$ cat config.mk
export PLATFORM = sky130hd
export DESIGN_NAME = fskTxModulator
export DESIGN_NICKNAME = d
export VERILOG_FILES = /design/src/rtl/fskTxPkg.sv /design/src/rtl/fskTxCtrl.sv /design/src/rtl/fskTxDatapath.sv /design/src/rtl/fskTxModulator.sv
export SDC_FILE = /design/constraint.sdc
export NUM_CORES = 1
export LEC_CHECK = 0
export BUFFER_PORTS_ARGS = -buffer_cell sky130_fd_sc_hd__buf_2
export CORE_ASPECT_RATIO = 1.4
export CORE_MARGIN = 3
export CORE_UTILIZATION = 45
export DETAILED_ROUTE_END_ITERATION = 7
export PLACE_DENSITY = 0.59
export SETUP_SLACK_MARGIN = 0.02
export SKIP_LAST_GASP = 1
export SLEW_MARGIN = 0
export SYNTH_ARGS = -nofsm -noshare
export SYNTH_HDL_FRONTEND = slang
export SYNTH_SLANG_ARGS = --single-unit
$ cat constraint.sdc
create_clock -name clk -period 4.3 [get_ports clk]
set_input_delay 0.215 -clock clk [delete_from_list [all_inputs] [get_ports clk]]
set_output_delay 0.215 -clock clk [all_outputs]
set_load 0.03 [all_outputs]
$ cat src/rtl/fskTxPkg.sv
package fskTxPkg;

  // Channel codes carried on the two mode bits
  typedef enum logic [1:0] {
    CH_OFF_A = 2'b00,
    CH_OFF_B = 2'b01,
    CH_LOW   = 2'b10,
    CH_HIGH  = 2'b11
  } fskChannel_e;

  // Strobes from control to datapath
  typedef struct packed {
    logic stepEn;   // advance phase and emit a sine sample
    logic parkEn;   // clear phase and emit midscale
    logic selHigh;  // high-rate channel tone pair
    logic selMark;  // mark tone of the pair
  } fskCtrlBus_t;

  // Phase step for a tone: round(freq * 2^accW / fs)
  function automatic longint phaseStep(input longint freqHz, input int accW, input longint fsHz);
    longint scaled;
    scaled = (freqHz <<< accW) + (fsHz / 2);
    return scaled / fsHz;
  endfunction

endpackage

$ cat src/rtl/fskTxCtrl.sv
module fskTxCtrl
  import fskTxPkg::*;
(
  input  logic        clk,
  input  logic        rstN,
  input  logic        sampleStb,
  input  logic [1:0]  modeSel,
  input  logic        toneSel,
  input  logic        txBit,
  output fskCtrlBus_t ctrlBus,
  output logic        sampleValid
);

  fskChannel_e channel;
  logic        fskActive;

  always_comb begin
    channel   = fskChannel_e'(modeSel);
    fskActive = !toneSel && ((channel == CH_LOW) || (channel == CH_HIGH));
  end

  // All inputs are consumed only in the strobe cycle
  always_comb begin
    ctrlBus.stepEn  = sampleStb && fskActive;
    ctrlBus.parkEn  = sampleStb && !fskActive;
    ctrlBus.selHigh = (channel == CH_HIGH);
    ctrlBus.selMark = txBit;
  end

  always_ff @(posedge clk) begin
    if (!rstN) sampleValid <= 1'b0;
    else       sampleValid <= sampleStb;
  end

endmodule

$ cat src/rtl/fskTxDatapath.sv
module fskTxDatapath
  import fskTxPkg::*;
#(
  parameter int ACC_W      = 24,
  parameter int IDX_W      = 8,
  parameter int OUT_W      = 8,
  parameter int FS_HZ      = 8000,
  parameter int LO_SPACE_HZ = 450,
  parameter int LO_MARK_HZ  = 390,
  parameter int HI_SPACE_HZ = 2100,
  parameter int HI_MARK_HZ  = 1300
) (
  input  logic             clk,
  input  logic             rstN,
  input  fskCtrlBus_t      ctrlBus,
  output logic [OUT_W-1:0] sampleOut
);

  localparam int LUT_DEPTH = 1 << IDX_W;
  localparam int HALF_DEPTH = LUT_DEPTH / 2;
  localparam int MID_CODE  = 1 << (OUT_W - 1);
  localparam int AMP_CODE  = MID_CODE - 1;
  localparam logic [OUT_W-1:0] MID_OUT = OUT_W'(MID_CODE);

  // Step table indexed by {selHigh, selMark}
  localparam logic [ACC_W-1:0] STEP_TAB [4] = '{
    ACC_W'(phaseStep(LO_SPACE_HZ, ACC_W, FS_HZ)),
    ACC_W'(phaseStep(LO_MARK_HZ,  ACC_W, FS_HZ)),
    ACC_W'(phaseStep(HI_SPACE_HZ, ACC_W, FS_HZ)),
    ACC_W'(phaseStep(HI_MARK_HZ,  ACC_W, FS_HZ))
  };

  // Rational sine approximation per half cycle, pi mapped to HALF_DEPTH
  function automatic longint sineEntry(input int k);
    longint h, p, den, mag;
    h   = longint'(k % HALF_DEPTH);
    p   = h * (HALF_DEPTH - h);
    den = 5 * HALF_DEPTH * HALF_DEPTH - 4 * p;
    mag = (AMP_CODE * 16 * p + den / 2) / den;
    if (k < HALF_DEPTH) return MID_CODE + mag;
    else                return MID_CODE - mag;
  endfunction

  logic [OUT_W-1:0] sineLut [LUT_DEPTH];

  for (genvar k = 0; k < LUT_DEPTH; k++) begin : g_lut
    assign sineLut[k] = OUT_W'(sineEntry(k));
  end

  logic [ACC_W-1:0] phaseAcc;
  logic [ACC_W-1:0] stepSel;
  logic [IDX_W-1:0] lutIdx;

  always_comb begin
    stepSel = STEP_TAB[{ctrlBus.selHigh, ctrlBus.selMark}];
    lutIdx  = phaseAcc[ACC_W-1 -: IDX_W];
  end

  always_ff @(posedge clk) begin
    if (!rstN) begin
      phaseAcc  <= '0;
      sampleOut <= MID_OUT;
    end else if (ctrlBus.parkEn) begin
      phaseAcc  <= '0;
      sampleOut <= MID_OUT;
    end else if (ctrlBus.stepEn) begin
      phaseAcc  <= phaseAcc + stepSel;
      sampleOut <= sineLut[lutIdx];
    end
  end

endmodule

$ cat src/rtl/fskTxModulator.sv
module fskTxModulator
  import fskTxPkg::*;
#(
  parameter int ACC_W = 24,
  parameter int IDX_W = 8,
  parameter int OUT_W = 8,
  parameter int FS_HZ = 8000
) (
  input  logic             clk,
  input  logic             rstN,
  input  logic             sampleStb,
  input  logic [1:0]       modeSel,
  input  logic             toneSel,
  input  logic             txBit,
  output logic [OUT_W-1:0] sampleOut,
  output logic             sampleValid
);

  fskCtrlBus_t ctrlBus;

  fskTxCtrl u_ctrl (
    .clk        (clk),
    .rstN       (rstN),
    .sampleStb  (sampleStb),
    .modeSel    (modeSel),
    .toneSel    (toneSel),
    .txBit      (txBit),
    .ctrlBus    (ctrlBus),
    .sampleValid(sampleValid)
  );

  fskTxDatapath #(
    .ACC_W(ACC_W),
    .IDX_W(IDX_W),
    .OUT_W(OUT_W),
    .FS_HZ(FS_HZ)
  ) u_dp (
    .clk      (clk),
    .rstN     (rstN),
    .ctrlBus  (ctrlBus),
    .sampleOut(sampleOut)
  );

endmodule

==> results.yml <==
status:
  outcome: "finished clean"
synth:
  synth_fp_nets: 683
  ys_types: 77
  yosysWarnings: 0
  yosysTopAreaCell: "dfxtp_1"
  synthArstFlopShare: 0
  avgSynthCellArea_um2: 6.88
  ys_seq_area_frac: 0.148
  yosys-top-cells-area: "dfxtp_1 (15%), a21oi_1 (9.7%), ha_1 (7.9%), o21ai_0 (7.3%), nor2_1 (5.5%)"
  ys.flop_type: "dfxtp_1"
  synth-edff-count: 0
  synth_area_mm2: 0.00445
  ys_ff_latch: 33
  synthCells: 647
  synth_top_area_frac: 0.148
run:
  drv_cap: 0
sta:
  tns_ns: 0
  rsz0062_at_grt: "false"
  worst_slack_ns: 0.871
  period_share: 0.798
  whs_ns: 0.162
  slew_violations: 0
  hold_violations: 0
  final-setup-viol-count: 0
  fin_crit_ns: 3.43
  slew_headroom: 0.319
  worst_pin_slew_ns: 1.02
  finClkSkew_ns: 0.00570
  fmax_mhz: 292
global_routing:
  first_global_vias: 4638
  grt_remaining_overflow: 0
  grt_max_degree: 66
  grt_pass1_wl_um: 23100
  met3_usage: 0.0230
  met1_usage: 0.276
  use_met2: 0.480
  antenna_found_initial: 0
  grt_use_total: 0.257
  grt.busiest_layer: "met2"
placement:
  gp_congestion: 0.909
  place_ws_ns: 0.608
  place_inst: 744
  hpwl_um: 10200
  port-buffer-count: 15
cts:
  clk_pin_slew_worst_paths_ns: 0.06
  clkLatencyLatePin_ns: 0.29
  cts_made_buffers: 5
  clock-sinks: 33
  htreeDepth: 2
  cts_tree: "built"
  hold_buffers: 0
  cts_setup_buffers: 0
  ctsLongestPathBuffers: 2
  clock-root-buffer: "clkbuf_16"
  post_cts_resized: 0
layout:
  fin_util: 0.489
  area_delta_synth_final_pct: 5.12
  fin_cells: 752
  layout_commonest_cell: "a21oi_1"
  nNetsFinal: 655
  fillCellCount: 1016
  drive_above_1_share: 0.100
  final_cell_mix: "a21oi_1 (86), nor2_1 (65), o21ai_0 (65)"
  antenna_cells: 0
power:
  p_int_w: 0.000730
  seqPwrFrac: 0.291
  ir_drop_v: 0.000150
  pwr-share-comb: 0.416
  clkPwrFrac: 0.293
  leakage_nw: 1.77
  p_per_area_mw_per_mm2: 261
  p_sw_frac: 0.402
  switchingPower_w: 0.000490
setup_path:
  path_buf_inv: 2
  cp.depth: 15
  crit_start: "modeSel[1]"
  cp.required_ns: 4.47
  cp_cell_sequence: "buf_2 -> and2_4 -> inv_4 -> ha_1 -> ha_1 -> fa_1 -> a21oi_1 -> a31oi_1 -> a311o_1 -> a41oi_2 -> nor3b_2 -> a22o_1 -> maj3_2 -> xnor2_1 -> a21oi_1"
  r2r-end: "u_dp.sampleOut[3]"
  cp_slowest_cell: "a311o_1"
  worstRegToRegCells: 8
  path_class: "input pin to flop"
  cpPeakStageDelay_ns: 0.44
  cp-endpoint: "u_dp.phaseAcc[22]"
  crit_family: "adder cells"
  cp.arrival_ns: 3.60
  path_max_fanout: 17
  critPathCaptureType: "flop"
  reg2reg_from: "u_dp.phaseAcc[16]"
  start_kind: "input pin"
  rrSetupSlack_ns: 1.15
floorplan:
  die_w_um: 90.0
  die-area_mm2: 0.0111
  initial_core_util: 0.465
  coreArea_mm2: 0.00956
  rows: 42
  num_io_pins: 16
  die_y_um: 124
route:
  vias: 4832
  ant_nets: 0
  drt_pass1_iterations: 5
  finalWirelength_um: 14400
  viasPerCell: 6.43
  wl_per_cell_um: 19.1
  drt_iter0_markers: 346
  drc_errors: 0
min_path:
  hold_path_class: "input pin to flop"
[cell families after synthesis]
logic type | Yosys count | synth area share
buffers and inverters | 85 | 0.0748
flip-flops | 33 | 0.148
AO/OA/AOI/OAI | 270 | 0.385
AND/OR/NAND/NOR | 186 | 0.199
multiplexers | 16 | 0.0532
XOR/XNOR | 23 | 0.0453
adder cells (fa/ha/maj) | 34 | 0.0948
[worst min path at each step]
| stage | startpoint | end | slack [ns] | cells past startpoint |
|---|---|---|---|---|
| 2_1_floorplan | rstN | u_ctrl.sampleValid | 0.34 | 1 |
| 3_3_place_gp | rstN | u_ctrl.sampleValid | 0.45 | 2 |
| 3_5_place_dp | rstN | u_ctrl.sampleValid | 0.45 | 2 |
| 4_1_cts | rstN | u_ctrl.sampleValid | 0.16 | 2 |
| 5_1_grt | rstN | u_ctrl.sampleValid | 0.17 | 2 |
| 6_report | rstN | u_ctrl.sampleValid | 0.16 | 2 |
[layer usage]
metal | share of wire | wire, um
met3 | 0.042 | 599
met2 | 0.52 | 7430
met5 | 0 | 0
met4 | 0.052 | 754
met1 | 0.39 | 5620
[per-stage QoR]
stage	instance area, um^2	power, W
5_1_grt	4680	0.00129
3_3_place_gp	4530	0.000854
3_5_place_dp	4530	0.000861
6_report	4680	0.00122
4_1_cts	4680	0.00122
2_1_floorplan	4450	0.000742
[sequential cells by signal, indices dropped and copies added (netlist names)]
name and flops:
u_ctrl.sampleValid 1, u_dp.sampleOut 8, u_dp.phaseAcc 24
[synth_stat cells, drive strengths merged (4+ instances only)]
cell    number
buf         18
mux4         6
a21oi       87
inv         24
dfxtp       33
o31ai        4
a211oi      12
ha          28
o21ai       74
a21o         7
o22ai        7
and3        10
nor2b        7
o21a         5
or3          6
maj3         5
clkbuf      42
xor2         7
a311oi       6
o211ai      11
a221oi       6
a31o         6
nand2b       9
xnor2       16
a31oi       14
nor2        66
nor3        12
and2         5
mux2i        9
nand2       50
nand3       11
o311ai       4
[power by group through the flow]
stage / Clock (W) / Combinational (W) / Sequential (W)
floorplan: 0 / 0.000390 / 0.000352
global placement: 0 / 0.000494 / 0.000360
detailed placement: 0 / 0.000500 / 0.000361
CTS: 0.000366 / 0.000502 / 0.000354
global route: 0.000376 / 0.000557 / 0.000358
finish: 0.000357 / 0.000508 / 0.000355
[layout make-up]
cell class / count / area [um^2] / area share
well taps: 132 / 165 / 0.0353
flip-flops and latches: 33 / 664 / 0.142
inverters: 25 / 98.8 / 0.0211
repair buffers: 25 / 150 / 0.0321
clock buffers: 5 / 125 / 0.0268
multi-input cells: 529 / 3460 / 0.739
clock inverters: 3 / 17.5 / 0.00375
[worst reg2reg max path, cell delays in order, from the launching register on]
cell	delay, ns
dfxtp_1	0.34
clkinv_1	0.33
ha_1	0.77
nor2_1	0.16
o311a_1	0.35
o21ai_0	0.31
o21ai_0	0.15
mux4_2	0.52
a21oi_1	0.15
Power figures use the tool's default switching activity.
